<file path="config.mk">
export PLATFORM = sky130hd
export DESIGN_NAME = msi_coh_ctrl
export DESIGN_NICKNAME = d
export VERILOG_FILES = /design/src/rtl/msi_pkg.sv /design/src/rtl/msi_line_tbl.sv /design/src/rtl/msi_req_fsm.sv /design/src/rtl/msi_coh_ctrl.sv
export SDC_FILE = /design/constraint.sdc
export NUM_CORES = 1
export LEC_CHECK = 0
export CORE_MARGIN = 4
export CORE_UTILIZATION = 60
export DETAILED_ROUTE_END_ITERATION = 12
export PLACE_DENSITY_LB_ADDON = 0.08
export SETUP_SLACK_MARGIN = 0.05
export SLEW_MARGIN = 5
export SYNTH_ARGS = -nofsm -noshare
export SYNTH_HDL_FRONTEND = slang
export SYNTH_SLANG_ARGS = --single-unit
</file>
<file path="constraint.sdc">
create_clock -name clk_i -period 6 [get_ports clk_i]
set_clock_uncertainty 0.05 [all_clocks]
set_input_delay 0.6 -clock clk_i [delete_from_list [all_inputs] [get_ports clk_i]]
set_output_delay 0.6 -clock clk_i [all_outputs]
set_load 0.01 [all_outputs]
</file>
<file path="src/rtl/msi_pkg.sv">
`timescale 1ns/1ps
package msi_pkg;
  typedef enum logic [1:0] {ST_I = 2'b00, ST_S = 2'b01, ST_M = 2'b10} line_st_e;
  typedef enum logic [1:0] {BC_NONE = 2'b00, BC_RD = 2'b01, BC_RDX = 2'b10, BC_UPG = 2'b11} bus_cmd_e;
  typedef enum logic [1:0] {FS_IDLE, FS_REQ, FS_WAIT} fsm_e;
endpackage

</file>
<file path="src/rtl/msi_line_tbl.sv">
`timescale 1ns/1ps
module msi_line_tbl
  import msi_pkg::*;
#(
  parameter int IDX_W = 3,
  parameter int TAG_W = 13
) (
  input  logic             clk_i,
  input  logic             rst_ni,
  input  logic             snp_en_i,
  input  bus_cmd_e         snp_cmd_i,
  input  logic [IDX_W-1:0] snp_idx_i,
  input  logic [TAG_W-1:0] snp_tag_i,
  output logic             snp_flush_o,
  input  logic [IDX_W-1:0] rd_idx_i,
  output line_st_e         rd_st_o,
  output logic [TAG_W-1:0] rd_tag_o,
  input  logic             wr_en_i,
  input  logic [IDX_W-1:0] wr_idx_i,
  input  line_st_e         wr_st_i,
  input  logic [TAG_W-1:0] wr_tag_i
);
  localparam int NLINES = 1 << IDX_W;

  logic [NLINES-1:0][1:0]       st_eff;
  logic [NLINES-1:0][TAG_W-1:0] tag_v;
  logic [NLINES-1:0]            fl_v;

  for (genvar i = 0; i < NLINES; i++) begin : g_line
    line_st_e         st_q, st_snp;
    logic [TAG_W-1:0] tag_q;
    logic             hit;

    assign hit = snp_en_i && (snp_cmd_i != BC_NONE) && (snp_idx_i == IDX_W'(i))
                 && (tag_q == snp_tag_i) && (st_q != ST_I);

    // snooped read keeps a readable copy, exclusive kinds drop it
    always_comb begin
      st_snp = st_q;
      if (hit) st_snp = (snp_cmd_i == BC_RD) ? ST_S : ST_I;
    end

    assign fl_v[i]    = hit && (st_q == ST_M);
    assign st_eff[i]  = st_snp;
    assign tag_v[i]   = tag_q;

    always_ff @(posedge clk_i or negedge rst_ni) begin
      if (!rst_ni) begin
        st_q  <= ST_I;
        tag_q <= '0;
      end else if (wr_en_i && (wr_idx_i == IDX_W'(i))) begin
        st_q  <= wr_st_i;
        tag_q <= wr_tag_i;
      end else begin
        st_q  <= st_snp;
      end
    end
  end

  assign rd_st_o     = line_st_e'(st_eff[rd_idx_i]);
  assign rd_tag_o    = tag_v[rd_idx_i];
  assign snp_flush_o = |fl_v;
endmodule

</file>
<file path="src/rtl/msi_req_fsm.sv">
`timescale 1ns/1ps
module msi_req_fsm
  import msi_pkg::*;
#(
  parameter int ADDR_W = 16,
  parameter int IDX_W  = 3
) (
  input  logic              clk_i,
  input  logic              rst_ni,
  input  logic              pr_valid_i,
  input  logic              pr_write_i,
  input  logic [ADDR_W-1:0] pr_addr_i,
  output logic              pr_ready_o,
  input  line_st_e          line_st_i,
  input  logic [ADDR_W-IDX_W-1:0] line_tag_i,
  input  logic              snp_flush_i,
  input  logic              bus_gnt_i,
  input  logic              bus_done_i,
  output logic              bus_req_o,
  output bus_cmd_e          bus_cmd_o,
  output logic [ADDR_W-1:0] bus_addr_o,
  output logic              snp_en_o,
  output logic              wr_en_o,
  output line_st_e          wr_st_o,
  output logic [ADDR_W-IDX_W-1:0] wr_tag_o,
  output logic              vic_flush_o,
  output logic [ADDR_W-1:0] vic_addr_o
);
  localparam int TAG_W = ADDR_W - IDX_W;

  fsm_e              fs_q, fs_d;
  bus_cmd_e          cmd_q, cmd_d, miss_cmd, cur_cmd;
  logic [ADDR_W-1:0] addr_q;
  logic [TAG_W-1:0]  pr_tag;
  logic              tag_eq, hit, vic_dirty;
  line_st_e          eff_st;

  assign pr_tag    = pr_addr_i[ADDR_W-1:IDX_W];
  assign tag_eq    = (line_tag_i == pr_tag);
  assign eff_st    = tag_eq ? line_st_i : ST_I;
  assign hit       = pr_write_i ? (eff_st == ST_M) : (eff_st != ST_I);
  assign miss_cmd  = !pr_write_i ? BC_RD : ((eff_st == ST_S) ? BC_UPG : BC_RDX);
  assign vic_dirty = !tag_eq && (line_st_i == ST_M);
  // upgrade lost its copy before grant: fetch as well
  assign cur_cmd   = ((cmd_q == BC_UPG) && (eff_st != ST_S)) ? BC_RDX : cmd_q;
  assign vic_addr_o = {line_tag_i, pr_addr_i[IDX_W-1:0]};
  assign bus_addr_o = addr_q;

  always_comb begin
    fs_d        = fs_q;
    cmd_d       = cmd_q;
    pr_ready_o  = 1'b0;
    bus_req_o   = 1'b0;
    bus_cmd_o   = BC_NONE;
    snp_en_o    = 1'b1;
    wr_en_o     = 1'b0;
    wr_st_o     = ST_I;
    wr_tag_o    = line_tag_i;
    vic_flush_o = 1'b0;
    unique case (fs_q)
      FS_IDLE: begin
        if (pr_valid_i) begin
          if (hit) begin
            pr_ready_o = 1'b1;
          end else if (!(vic_dirty && snp_flush_i)) begin
            fs_d  = FS_REQ;
            cmd_d = miss_cmd;
            if (vic_dirty) begin
              vic_flush_o = 1'b1;
              wr_en_o     = 1'b1;
            end
          end
        end
      end
      FS_REQ: begin
        bus_req_o = 1'b1;
        bus_cmd_o = cur_cmd;
        cmd_d     = cur_cmd;
        if (bus_gnt_i) fs_d = FS_WAIT;
      end
      FS_WAIT: begin
        bus_cmd_o = cmd_q;
        snp_en_o  = 1'b0;
        if (bus_done_i) begin
          wr_en_o    = 1'b1;
          wr_st_o    = (cmd_q == BC_RD) ? ST_S : ST_M;
          wr_tag_o   = pr_tag;
          pr_ready_o = 1'b1;
          fs_d       = FS_IDLE;
        end
      end
      default: fs_d = FS_IDLE;
    endcase
  end

  always_ff @(posedge clk_i or negedge rst_ni) begin
    if (!rst_ni) begin
      fs_q   <= FS_IDLE;
      cmd_q  <= BC_NONE;
      addr_q <= '0;
    end else begin
      fs_q  <= fs_d;
      cmd_q <= cmd_d;
      if (fs_q == FS_IDLE && fs_d == FS_REQ) addr_q <= pr_addr_i;
    end
  end
endmodule

</file>
<file path="src/rtl/msi_coh_ctrl.sv">
`timescale 1ns/1ps
module msi_coh_ctrl
  import msi_pkg::*;
#(
  parameter int ADDR_W = 16,
  parameter int IDX_W  = 3
) (
  input  logic              clk_i,
  input  logic              rst_ni,
  input  logic              pr_valid_i,
  input  logic              pr_write_i,
  input  logic [ADDR_W-1:0] pr_addr_i,
  output logic              pr_ready_o,
  output logic              bus_req_o,
  output logic [1:0]        bus_cmd_o,
  output logic [ADDR_W-1:0] bus_addr_o,
  input  logic              bus_gnt_i,
  input  logic              bus_done_i,
  input  logic              snp_valid_i,
  input  logic [1:0]        snp_cmd_i,
  input  logic [ADDR_W-1:0] snp_addr_i,
  output logic              flush_o,
  output logic [ADDR_W-1:0] flush_addr_o
);
  localparam int TAG_W = ADDR_W - IDX_W;

  line_st_e          line_st, wr_st;
  logic [TAG_W-1:0]  line_tag, wr_tag;
  logic              snp_flush, snp_en, wr_en, vic_flush;
  logic [ADDR_W-1:0] vic_addr;
  bus_cmd_e          bus_cmd;

  msi_line_tbl #(.IDX_W(IDX_W), .TAG_W(TAG_W)) u_tbl (
    .clk_i       (clk_i),
    .rst_ni      (rst_ni),
    .snp_en_i    (snp_valid_i && snp_en),
    .snp_cmd_i   (bus_cmd_e'(snp_cmd_i)),
    .snp_idx_i   (snp_addr_i[IDX_W-1:0]),
    .snp_tag_i   (snp_addr_i[ADDR_W-1:IDX_W]),
    .snp_flush_o (snp_flush),
    .rd_idx_i    (pr_addr_i[IDX_W-1:0]),
    .rd_st_o     (line_st),
    .rd_tag_o    (line_tag),
    .wr_en_i     (wr_en),
    .wr_idx_i    (pr_addr_i[IDX_W-1:0]),
    .wr_st_i     (wr_st),
    .wr_tag_i    (wr_tag)
  );

  msi_req_fsm #(.ADDR_W(ADDR_W), .IDX_W(IDX_W)) u_fsm (
    .clk_i       (clk_i),
    .rst_ni      (rst_ni),
    .pr_valid_i  (pr_valid_i),
    .pr_write_i  (pr_write_i),
    .pr_addr_i   (pr_addr_i),
    .pr_ready_o  (pr_ready_o),
    .line_st_i   (line_st),
    .line_tag_i  (line_tag),
    .snp_flush_i (snp_flush),
    .bus_gnt_i   (bus_gnt_i),
    .bus_done_i  (bus_done_i),
    .bus_req_o   (bus_req_o),
    .bus_cmd_o   (bus_cmd),
    .bus_addr_o  (bus_addr_o),
    .snp_en_o    (snp_en),
    .wr_en_o     (wr_en),
    .wr_st_o     (wr_st),
    .wr_tag_o    (wr_tag),
    .vic_flush_o (vic_flush),
    .vic_addr_o  (vic_addr)
  );

  assign bus_cmd_o    = bus_cmd;
  assign flush_o      = snp_flush || vic_flush;
  assign flush_addr_o = vic_flush ? vic_addr : snp_addr_i;
endmodule

</file>
* Word level (Yosys, flattened, before mapping)
Index checks and enable logic that the tools add are counted.
Storage, ports and cells: bits in registers 140, word-level logic and storage cells 183, output and inout bits 37
Cells by class: order comparisons 1, muxes and demuxes 55, reductions and logical operators 64, equal/unequal tests 44
Operators by type and width (number):
- $eq A13 B13 Y1 | 9
- $mux W2 | 31
- $logic_and A1 B1 Y1 | 46
- $bmux W13 S3 | 1
- $mux W13 | 3
- $eq A2 B2 Y1 const B | 12
- $eq A3 B3 Y1 const B | 8
- $reduce_bool A2 Y1 | 11
- $mux W16 | 1
- $mux W1 | 13
- $eq A3 B2 Y1 const B | 4
- $eq A2 B1 Y1 const B | 5
- $pmux W2 S2 | 2
- $reduce_or A8 Y1 | 1
- $bmux W2 S3 | 1
- $eq A3 B1 Y1 const B | 2
- $logic_not A3 Y1 | 2
- $ne A2 B2 Y1 const B | 3
- $pmux W2 S3 | 1
- $lt A3 B4 Y1 const B | 1
- $pmux W1 S2 | 2
- $reduce_and A4 Y1 | 1
- $logic_not A2 Y1 | 1
- $ne A2 B1 Y1 const B | 1
- 2 further kinds | 2

* Depth between registers and ports, before layout
Gate-level depths: netlist of the first run.
depth in word-level cells 19, depth in mapped cells 15

* Modules after synthesis
Synthesis of the first run repeated with hierarchy kept, for this count alone.
Second synthesis, totals: cells, all modules 752, area total of the unflattened synthesis 8899.8 um^2
By module, submodules not included:
- msi_line_tbl | seq. area each 3002.9 um^2, instances 1, cells each 595, area an instance 7131.8 um^2
- msi_req_fsm | seq. area each 500.5 um^2, instances 1, cells each 137, area an instance 1510.2 um^2
- msi_coh_ctrl | seq. area each 0.0 um^2, instances 1, cells each 20, area an instance 257.7 um^2

* Worst setup path after synthesis of the first run
Ideal clock, no wire load.
path type reg2out, start reg u_fsm.fs_q[0], end out flush_addr_o[10], arrival 3.602 ns, stages on the path, launching flop included 14, buffers on the path 2, path slack 1.748 ns, cells stage by stage dfrtp_1 -> inv_1 -> ha_1 -> inv_2 -> o2111ai_2 -> or4_4 -> or2_4 -> a311o_1 -> or4_4 -> o21ai_4 -> nand4_4 -> buf_6 -> buf_1 -> mux2_2
Between the ends: word-level cells in the longest chain between the ends 18
RTL lines:
- start, declared | RTL line msi_req_fsm.sv:31 | fsm_e fs_q, fs_d;
- start signal, assigned | RTL line msi_req_fsm.sv:102 | fs_q <= fs_d;
- $eq A2 B2 Y1 | RTL line msi_req_fsm.sv:60 | unique case (fs_q)
- $mux W1 | RTL line msi_req_fsm.sv:60
- $logic_and A1 B1 Y1 | RTL line msi_coh_ctrl.sv:36 | .snp_en_i (snp_valid_i && snp_en),
- $logic_and A1 B1 Y1 (2 in series) | RTL line msi_line_tbl.sv:34 | assign hit = snp_en_i && (snp_cmd_i != BC_NONE) && (snp_idx_i == IDX_W'(i))
- $logic_and A1 B1 Y1 (2 in series) | RTL line msi_line_tbl.sv:35 | && (tag_q == snp_tag_i) && (st_q != ST_I);
- $mux W2 | RTL line msi_line_tbl.sv:40 | if (hit) st_snp = (snp_cmd_i == BC_RD) ? ST_S : ST_I;
- $bmux W2 S3 | RTL line msi_line_tbl.sv:60 | assign rd_st_o = line_st_e'(st_eff[rd_idx_i]);
- $mux W2 (not written as such) | RTL line msi_line_tbl.sv:60
- $eq A2 B2 Y1 | RTL line msi_req_fsm.sv:43 | assign vic_dirty = !tag_eq && (line_st_i == ST_M);
- $logic_and A1 B1 Y1 | RTL line msi_req_fsm.sv:43
- $mux W1 / $logic_and A1 B1 Y1 (equally long branches) | RTL line msi_req_fsm.sv:68, msi_req_fsm.sv:65
- $mux W1 | RTL line msi_req_fsm.sv:65 | end else if (!(vic_dirty && snp_flush_i)) begin
- $mux W1 | RTL line msi_req_fsm.sv:63 | if (hit) begin
- $mux W1 | RTL line msi_req_fsm.sv:62 | if (pr_valid_i) begin
- $mux W1 (*) | RTL line msi_req_fsm.sv:60
- $mux W16 (*) | RTL line msi_coh_ctrl.sv:75 | assign flush_addr_o = vic_flush ? vic_addr : snp_addr_i;
- end, declared | RTL line msi_coh_ctrl.sv:23 | output logic [ADDR_W-1:0] flush_addr_o
Every way passes the cells marked *; elsewhere a longest branch is shown, timed or not. The select of a mux whose other input is x is not followed.

* Final worst setup path of the first run
start in snp_addr_i[8], end out flush_addr_o[3]
Between the ends: word-level cells in the longest chain between the ends 14
RTL lines:
- start, declared | RTL line msi_coh_ctrl.sv:21 | input logic [ADDR_W-1:0] snp_addr_i,
- $eq A13 B13 Y1 | RTL line msi_line_tbl.sv:35
- $logic_and A1 B1 Y1 (2 in series) | RTL line msi_line_tbl.sv:35
- $mux W2 | RTL line msi_line_tbl.sv:40
- $bmux W2 S3 | RTL line msi_line_tbl.sv:60
- $mux W2 (not written as such) | RTL line msi_line_tbl.sv:60
- $eq A2 B2 Y1 | RTL line msi_req_fsm.sv:43
- $logic_and A1 B1 Y1 | RTL line msi_req_fsm.sv:43
- $mux W1 / $logic_and A1 B1 Y1 (equally long branches) | RTL line msi_req_fsm.sv:68, msi_req_fsm.sv:65
- $mux W1 | RTL line msi_req_fsm.sv:65
- $mux W1 (*) | RTL line msi_req_fsm.sv:63
- $mux W1 (*) | RTL line msi_req_fsm.sv:62
- $mux W1 (*) | RTL line msi_req_fsm.sv:60
- $mux W16 (*) | RTL line msi_coh_ctrl.sv:75
Marks and branches as above.

==> results.ini, run 1 <==
[synth]
yosys-top-cells-count = dfrtp_1 (140), mux2_2 (82), xor2_1 (73)
synth_edf_count = 0
synth_top_family_by_area = multiplexers
ys_seq_elements = 140
synthXorXnorAreaFrac = 0.1118
syn_area_sq_um = 9089
yosysSeqAreaShare = 0.3855
ys.flop_type = dfrtp_1
muxShareOfSynthArea = 0.2450
syn_nets = 878
synth-compound-area-share = 0.09513
synth_fa_ha_area_frac = 0.005507
yosysMostFrequentCell = dfrtp_1
synth-simple-area-share = 0.1191
synth_top_area_frac = 0.3855
synth_warnings = 0
synthCells = 833
ys_top_cells_by_area = dfrtp_1 (39%), mux2_2 (10%), xor2_1 (7.0%)
yosys.area.top_type = dfrtp_1
async_reset_ff_frac = 1.000
synthDistinctLibCells = 62
postSynthAreaPerCell_sq_um = 10.91

[timing]
period_minus_slack_ns = 5.761
fmax_mhz = 173.6
finalCritPeriodShare = 0.9602
rsz0062_at_grt = no
tightest_slew_ns = 1.029
tns_ns = 0
slew_viol_final = 0
hold_viol_final = 0
setup-violations-final = 0
slew_headroom = 0.3064

[run]
max_cap_violations = 0

[placement]
place_area_sq_um = 10040
portBuffers = 77
numPlacedInstances = 1068
dp_hpwl_um = 20870
gp_congestion = 0.9497

[detailed_routing]
first_pass_iters = 5
routed_wirelength_um = 29430
drc = 0
avgRoutedWirePerCell_um = 26.75
via_per_inst = 6.708
ant_nets = 0
vias = 7379
drtIter0Drc = 771

[run_status]
status = finished, final reports clean

[worst_hold_path]
hp-class = in -> async

[critical_path]
arrival_ns = 5.11
reg2reg_to = u_tbl.g_line[5].tag_q[5]
path_max_fanout = 32
crit_type = in -> out
rrSetupSlack_ns = 1.13
cp-end-kind = primary output
start_kind = input port
critical_path.endpoint = flush_addr_o[3]
rr_worst_depth = 13
rr_startpoint = u_fsm.fs_q[0]
worst_ep_required_time_ns = 5.35
startpoint = snp_addr_i[8]

[power]
ir_drop_mv = 0.2376
power_density_nw_per_um2 = 402.9
leakagePower_nw = 4.716

[cts]
clk_pin_slew_worst_paths_ns = 0.06
cts.path.max_buffers = 2
clock_latency_ns = 0.43
cts_sinks = 140
cts_tree = yes
root_buffer = clkbuf_16
cts_resized = 0
cts_htree_levels = 4
cts_buffers = 17
post_cts_buffers = 0
hold_buffers = 0

[global_routing]
use_met3 = 0.08387
grtUsageMet1 = 0.4690
grt_start_max_net_pins = 91
grt_util_met2 = 0.5588
grt.overflow.total = 0
first_global_vias = 7331
busiest_layer = met2
grt_pass1_wl_um = 44300
antenna_found_initial = 0
grt_usage = 0.3503

[cells_and_area]
drive_gt1_frac = 0.2282
final_nets = 948
finalInstanceArea_sq_um = 10640
syn_to_final_growth_pct = 17.06
fin_cells = 1100
antenna_cells = 0

[floorplanning]
placementRows = 44
ios = 78
chipHeight_um = 131.1
die-area_sq_um = 17180
die_x_um = 131.1
start_util = 0.6183
fp.coreArea_sq_um = 14700

==> power breakdown <==
group / internal (mW) / leakage (nW) / switching [mW]
clock network: 0.630 / 0.288 / 0.451
logic: 0.782 / 2.56 / 0.832
registers: 1.26 / 1.87 / 0.333
total: 2.67 / 4.72 / 1.62
==> cell families after synthesis <==
| kind of cell | Yosys count |
|---|---|
| AO/OA/AOI/OAI | 117 |
| multiplexers | 179 |
| adder cells (fa/ha/maj) | 4 |
| flip-flops | 140 |
| buffers and inverters | 69 |
| AND/OR/NAND/NOR | 208 |
| XOR/XNOR | 116 |
==> stage by stage <==
step	worst slack, ns	hold WS (ns)	power (mW)	utilization
floorplan	1.748	0.2544	2.584	-
global placement	0.3725	0.4592	3.113	0.6830
detailed placement	0.3152	0.4766	3.172	0.6830
CTS	0.3359	0.2513	4.261	0.7234
global route	0.1876	0.2775	4.487	0.7238
finish	0.2386	0.1911	4.287	0.7238
==> cells in the final DEF, fill, tap and decap left out, drive strengths merged, types with 5 or more instances in the layout <==
| cell type | netlist | routed |
|---|---|---|
| o211ai | 19 | 19 |
| a221oi | 5 | 5 |
| a211oi | 7 | 7 |
| a31oi | 5 | 5 |
| clkinv | 1 | 5 |
| mux2 | 122 | 122 |
| nor4 | 17 | 17 |
| inv | 12 | 18 |
| xor2 | 73 | 73 |
| or4 | 6 | 6 |
| o21ai | 25 | 25 |
| mux4 | 13 | 13 |
| and3 | 15 | 15 |
| dfrtp | 140 | 140 |
| nand3 | 8 | 8 |
| xnor2 | 43 | 43 |
| clkdlybuf4s50 | 0 | 73 |
| nor3 | 9 | 9 |
| nor2 | 31 | 31 |
| and2 | 8 | 8 |
| nand2b | 6 | 6 |
| nand4 | 30 | 30 |
| clkbuf | 19 | 18 |
| a21oi | 25 | 25 |
| buf | 37 | 32 |
| nand2 | 64 | 64 |
| mux2i | 44 | 44 |
| nor2b | 6 | 6 |
==> worst min-delay path by stage <==
stage | startpoint | endpoint | slack [ns] | cells past startpoint
after floorplan | rst_ni | u_fsm.bus_addr_o[0] | 0.25 | 0
after global placement | u_fsm.bus_addr_o[8] | u_fsm.bus_addr_o[8] | 0.46 | 2
after detailed placement | u_fsm.bus_addr_o[3] | u_fsm.bus_addr_o[3] | 0.48 | 2
after CTS | rst_ni | u_fsm.bus_addr_o[14] | 0.25 | 1
after global routing | rst_ni | u_fsm.bus_addr_o[14] | 0.28 | 1
final | rst_ni | u_fsm.bus_addr_o[14] | 0.19 | 1
==> layout make-up <==
type | count | area (sq um)
clock buffer | 18 | 439.2
clock inverter | 14 | 155.1
fill | 1056 | 4060
inverter | 13 | 48.80
multi-input combinational | 624 | 5240
sequential | 140 | 3503
tap | 184 | 230.2
timing repair buffer | 107 | 1022
==> sequential cells by signal, summed over array words and instances, names as in the netlist <==
signal              count
u_fsm.fs_q              2
u_fsm.cmd_q             2
u_tbl.g_line.st_q      16
u_tbl.g_line.tag_q    104
u_fsm.bus_addr_o       16
==> critical path, stage by stage <==
cell and delay [ns]:
clkdlybuf4s50_1 0.83, xor2_1 0.15, nor4_1 0.59, nand2_1 0.23, or2_4 0.31, a311o_1 0.35
or4_4 0.57, o21ai_4 0.12, nand4_4 0.11, buf_4 0.32, o21ai_0 0.31, clkdlybuf4s50_1 0.60
==> routing by layer <==
layer | wire length [um] | up-vias
met5 | 0 | -
met4 | 905 | 0
met3 | 2564 | 56
met2 | 14020 | 428
met1 | 11940 | 3726
li1 | - | 3169
Power figures use the tool's default switching activity.
==> run 2, diff against run 1 <==
- CTS_CLUSTER_DIAMETER: default -> 120
- clock period: 6 -> 6.7 ns (I/O delays scaled with it)
==> run 2 against run 1 <==
  * Non-clock buffer count shrank 5
  * Global-route usage fell by 0.32 points
  * Critical path type unchanged
  * Core utilization decreased by 0.33 points
  * Via count is 0.23% lower
  * Wire length decreased by 1.9%
  * Final cell count fell by 0.45%
  * Critical path depth fell by 1
  * Final area decreased by 0.46%
  * Critical endpoint is now flush_addr_o[15]
  * Highest routed layer unchanged
  * Worst setup slack improved by 0.41 ns
==> results.ini, run 2 (synthesis gave the netlist of run 1 again) <==
[run_status]
status = finished, final reports clean

[floorplanning]
fp.coreArea_sq_um = 14700  ; unchanged
ios = 78  ; unchanged
die-area_sq_um = 17180  ; unchanged
chipHeight_um = 131.1  ; unchanged
die_x_um = 131.1  ; unchanged
placementRows = 44  ; unchanged
start_util = 0.6183  ; unchanged

[critical_path]
path_cells = clkdlybuf4s50_1 -> xnor2_1 -> nand4_1 -> or4_1 -> nor2_1 -> mux2i_1 -> o221ai_1 -> o21ai_4 -> nand4_4 -> o21ai_0 -> clkdlybuf4s50_1
cpMaxStageDelayCell = clkdlybuf4s50_1
cp-end-kind = primary output
cp_common_cell = clkdlybuf4s50_1
crit_type = in -> out
reg2reg_to = u_tbl.g_line[5].tag_q[3]
arrival_ns = 5.33  ; +0.22 ns
rrSetupSlack_ns = 1.30  ; +0.17 ns
cp_slowest_stage_delay_ns = 0.69  ; -0.14 ns
path_max_fanout = 28  ; -13%
rr_startpoint = u_fsm.fs_q[0]
start_kind = input port
rr_worst_depth = 14  ; +1
worst_ep_required_time_ns = 5.98  ; +0.63 ns

[cells_and_area]
multi_input_area_sq_um = 5240  ; unchanged
final_nets = 943  ; -0.53%
antenna_cells = 0  ; unchanged
largest_register = u_tbl.g_line.tag_q
regArea_sq_um = 3503  ; unchanged
syn_to_final_growth_pct = 16.52
final_cell_mix = dfrtp_1 (140), mux2_2 (82), clkdlybuf4s50_1 (75), xor2_1 (73), nand2_1 (64)
drive_gt1_frac = 0.2228  ; -0.005334
final_common_cell = dfrtp_1
largest_register_ff_count = 104  ; unchanged
fill_cells = 1083  ; +2.6%

[timing]
tightest_slew_ns = 1.011  ; -0.01897 ns
slew_viol_final = 0  ; unchanged
tns_ns = 0  ; unchanged
rsz0062_at_grt = no
fmax_mhz = 165.3
holdWs_ns = 0.2353  ; +0.04428 ns
period_minus_slack_ns = 6.051
finalCritPeriodShare = 0.9031
setup-violations-final = 0  ; unchanged
slew_headroom = 0.3263  ; +0.01990
hold_viol_final = 0  ; unchanged

[cts]
hold_buffers = 0  ; unchanged
cts.path.max_buffers = 2  ; unchanged
cts_resized = 0  ; unchanged
post_cts_buffers = 0  ; unchanged
cts_htree_levels = 4  ; unchanged
cts_tree = yes
clock_latency_ns = 0.43  ; about the same
cts_sinks = 140  ; unchanged
cts_buffers = 17  ; unchanged
clk_pin_slew_worst_paths_ns = 0.06  ; about the same
root_buffer = clkbuf_16

[global_routing]
grt.overflow.total = 0  ; unchanged
grt_start_max_net_pins = 74  ; -19%
grt_pass1_wl_um = 44100  ; -0.45%
antenna_found_initial = 0  ; unchanged
first_global_vias = 7474  ; +2.0%
grt_usage = 0.3471  ; -0.003209

[power]
clkPwrFrac = 0.254  ; +0.002
swShare = 0.3699  ; -0.006802
leakagePower_nw = 4.667  ; -1.0%
internal-power_mw = 2.413  ; -9.7%
power_density_nw_per_um2 = 361.6  ; -10%
power.share.combinational = 0.378  ; +0.002
pwr-share-seq = 0.368  ; -0.003
switching_power_mw = 1.417  ; -12%
ir_drop_mv = 0.2228  ; -6.2%

[worst_hold_path]
hp-class = in -> async

[placement]
dp_hpwl_um = 20490  ; -1.9%
portBuffers = 77  ; unchanged
gp_congestion = 0.9472  ; -0.26%

[detailed_routing]
via_per_inst = 6.723  ; +0.23%
drtIter0Drc = 735  ; -4.7%
routed_wirelength_um = 28860  ; -1.9%
avgRoutedWirePerCell_um = 26.36  ; -1.5%
first_pass_iters = 6  ; +1
ant_nets = 0  ; unchanged
drc = 0  ; unchanged
vias = 7362  ; -0.23%

[run]
max_cap_violations = 0  ; unchanged

-- run 2: routing by layer --
metal | GRT usage | vias up | routed length, um
li1 | - | 3163 | -
met1 | 0.4548 | 3697 | 11440
met2 | 0.5421 | 424 | 13280
met3 | 0.08671 | 78 | 2908
met4 | 0.1658 | 0 | 1232
met5 | 0 | - | 0
-- run 2: area by class of cell --
| class | count | area share |
|---|---|---|
| multi-input cells | 624 | 0.4948 |
| inverters | 13 | 0.004608 |
| clock buffers | 18 | 0.04052 |
| clock inverters | 14 | 0.01619 |
| repair buffers | 102 | 0.09133 |
| well taps | 184 | 0.02174 |
| flip-flops and latches | 140 | 0.3308 |
-- run 2: power groups by stage --
stage	Combinational (mW)	Clock, mW	Sequential [mW]
after detailed placement	1.42	0	1.41
after global routing	1.56	1.02	1.44
after floorplan	0.954	0	1.36
after global placement	1.39	0	1.39
final	1.45	0.974	1.41
after CTS	1.43	0.974	1.40
-- run 2: stage by stage --
stage,instance area [sq um],util,setup slack (ns),power [mW],std cells
after floorplan,9089,-,2.340,2.314,833
after global placement,9990,0.6796,0.7804,2.777,1063
after detailed placement,9990,0.6796,0.7443,2.832,1063
after CTS,10590,0.7205,0.7415,3.805,1095
after global routing,10590,0.7205,0.4348,4.017,1095
final,10590,0.7205,0.6491,3.830,1095
-- run 2: how the worst max path moves through the flow --
stage / from / to / slack [ns] / cells past startpoint
after detailed placement: snp_addr_i[5] / flush_addr_o[15] / 0.74 / 11
final: snp_addr_i[9] / flush_addr_o[15] / 0.65 / 11
after CTS: snp_addr_i[5] / flush_addr_o[15] / 0.74 / 11
after global placement: snp_addr_i[5] / flush_addr_o[9] / 0.78 / 11
after global routing: pr_addr_i[1] / flush_addr_o[7] / 0.43 / 10
after floorplan: snp_addr_i[4] / flush_addr_o[10] / 2.34 / 12
-- run 2: worst max-delay path, delay by kind of cell --
| family | cells | cell delay (ns) |
|---|---|---|
| AO/OA/AOI/OAI | 3 | 1.06 |
| XOR/XNOR | 1 | 0.57 |
| buffers and inverters | 2 | 1.29 |
| multiplexers | 1 | 0.25 |
| AND/OR/NAND/NOR | 4 | 1.46 |
==> run 3, diff against run 2 <==
- CORE_UTILIZATION: 60 -> 53
- TNS_END_PERCENT: default -> 30
- clock period: 6.7 -> 5 ns (I/O delays scaled with it)
==> run 3 against run 2 <==
  * Power increased by 32%
  * Sequential power increased by 33%
  * Final area increased by 4.7%
  * Critical endpoint is now bus_cmd_o[0]
  * First-iteration DRC count decreased by 11%
  * Hold slack got worse by 0.092 ns
==> results.ini, run 3 (synthesis gave the netlist of run 1 again) <==
[run_status]
status = finished, final reports clean

[cts]
root_buffer = clkbuf_16
cts_tree = yes
clk_pin_slew_worst_paths_ns = 0.06  ; about the same
cts.path.max_buffers = 2  ; unchanged
cts_htree_levels = 4  ; unchanged
cts_buffers = 17  ; unchanged
hold_buffers = 0  ; unchanged
cts_sinks = 140  ; unchanged
clock_latency_ns = 0.43  ; about the same

[timing]
setup-violations-final = 0  ; unchanged
finalCritPeriodShare = 0.9633
slew_headroom = 0.2853  ; -0.04102
slew_viol_final = 0  ; unchanged
tns_ns = 0  ; unchanged
rsz0062_at_grt = yes
fmax_mhz = 207.6
hold_viol_final = 0  ; unchanged
period_minus_slack_ns = 4.817
tightest_slew_ns = 1.069  ; +0.05894 ns

[detailed_routing]
drtIter0Drc = 657  ; -11%
via_per_inst = 6.290  ; -6.4%
first_pass_iters = 7  ; +1
ant_nets = 0  ; unchanged
avgRoutedWirePerCell_um = 25.09  ; -4.8%
routed_wirelength_um = 29460  ; +2.1%
vias = 7385  ; +0.31%
drc = 0  ; unchanged

[cells_and_area]
antenna_cells = 0  ; unchanged
final_nets = 986  ; +4.6%
utilization = 0.6636  ; -0.05684
drive_gt1_frac = 0.2610  ; +0.03817
fill_cells = 1279  ; +18%
final_cell_mix = dfrtp_1 (140), mux2_2 (82), xor2_1 (73), nand2_1 (64)
final_common_cell = dfrtp_1
largest_register_ff_count = 104  ; unchanged
largest_register = u_tbl.g_line.tag_q
syn_to_final_growth_pct = 21.94

[floorplanning]
placementRows = 47  ; +6.8%
die_x_um = 139.0  ; +6.0%
die-area_sq_um = 19310  ; +12%
chipHeight_um = 139.0  ; +6.0%
fp.coreArea_sq_um = 16700  ; +14%
ios = 78  ; unchanged
start_util = 0.5442  ; -0.07412

[placement]
gp_congestion = 0.9532  ; +0.63%
portBuffers = 77  ; unchanged
dp_hpwl_um = 21370  ; +4.3%

[critical_path]
rrSetupSlack_ns = 0.43  ; -0.87 ns
reg2reg_to = u_tbl.g_line[4].tag_q[1]
path_cells = clkdlybuf4s50_1 -> buf_12 -> and2_1 -> a221oi_1 -> xor2_1 -> nor3_1 -> and3_1 -> nand2_1 -> o31ai_1 -> nand3_1 -> a21boi_0 -> clkdlybuf4s50_1
path_delay_family = simple AND/OR/NAND/NOR gates
rr_worst_depth = 16  ; +2
cp_slowest_stage_delay_ns = 0.62  ; -0.07 ns
crit_buf_inv = 3  ; +1
cpMaxStageDelayCell = a221oi_1
cp-end-kind = primary output
arrival_ns = 4.27  ; -1.06 ns
rr_startpoint = u_fsm.fs_q[0]
path_max_fanout = 28  ; unchanged
cp_common_cell = clkdlybuf4s50_1
worst_ep_required_time_ns = 4.45  ; -1.53 ns
start_kind = input port
crit_type = in -> out

[global_routing]
grt_usage = 0.3051  ; -0.04206
grt_start_max_net_pins = 101  ; +36%
grt_pass1_wl_um = 45370  ; +2.9%
use_met3 = 0.06448  ; -0.02223
busiest_layer = met2
antenna_found_initial = 0  ; unchanged
first_global_vias = 7556  ; +1.1%
grtUsageMet1 = 0.4105  ; -0.04429
grt_util_met2 = 0.4868  ; -0.05528
grt.overflow.total = 0  ; unchanged

[power]
leakagePower_nw = 5.042  ; +8.0%
power_density_nw_per_um2 = 456.8  ; +26%
ir_drop_mv = 0.2786  ; +25%

[run]
max_cap_violations = 0  ; unchanged

[worst_hold_path]
hp-class = in -> async

run 3: power breakdown:
part | internal, mW | total, mW | leakage (nW) | switching (mW)
sequential | 1.51 | 1.87 | 1.87 | 0.361
clock | 0.663 | 1.19 | 0.251 | 0.527
combinational | 0.983 | 2.00 | 2.92 | 1.02
run 3: metrics by stage:
stage | worst slack [ns] | instance area, sq um | hold slack, ns | instances | power (mW)
floorplan | 0.8482 | 9089 | 0.1544 | 833 | 3.101
global placement | 0.1638 | 10440 | 0.4593 | 1138 | 3.772
detailed placement | 0.1282 | 10440 | 0.4750 | 1138 | 3.839
CTS | 0.05298 | 11030 | 0.1774 | 1174 | 5.053
global route | 0.02830 | 11080 | 0.2035 | 1174 | 5.317
finish | 0.1834 | 11080 | 0.1429 | 1174 | 5.062
run 3: per-layer routing:
layer / wire [um] / vias to the layer above / share of wire
met5: 0 / - / 0
met4: 999 / 0 / 0.034
met3: 2164 / 68 / 0.073
met2: 13930 / 330 / 0.47
met1: 12360 / 3741 / 0.42
li1: - / 3246 / -
run 3: cell type report:
cell class	count	area (sq um)	share of cell area
inverter	13	48.80	0.004403
multi-input combinational	624	5264	0.4749
sequential	140	3503	0.3161
tap	220	275.3	0.02484
clock inverter	12	90.09	0.008128
clock buffer	20	456.7	0.04121
timing repair buffer	145	1445	0.1304
run 3: worst max path at each step:
stage	startpoint	end	slack [ns]	depth (start not counted)
after floorplan	u_fsm.fs_q[0]	flush_addr_o[10]	0.85	13
after global placement	snp_cmd_i[0]	flush_addr_o[8]	0.16	11
after detailed placement	snp_cmd_i[0]	flush_addr_o[10]	0.13	11
after CTS	u_fsm.fs_q[0]	flush_addr_o[10]	0.05	13
after global routing	pr_addr_i[1]	bus_cmd_o[0]	0.03	13
final	pr_addr_i[1]	bus_cmd_o[0]	0.18	12
run 3: repair_timing:
| item | in CTS | in global routing |
|---|---|---|
| gates resized for setup | 2 | 20 |
| setup endpoints to repair | 18 | 19 |
| setup buffers | 4 | 0 |
| pin swaps | 0 | 1 |
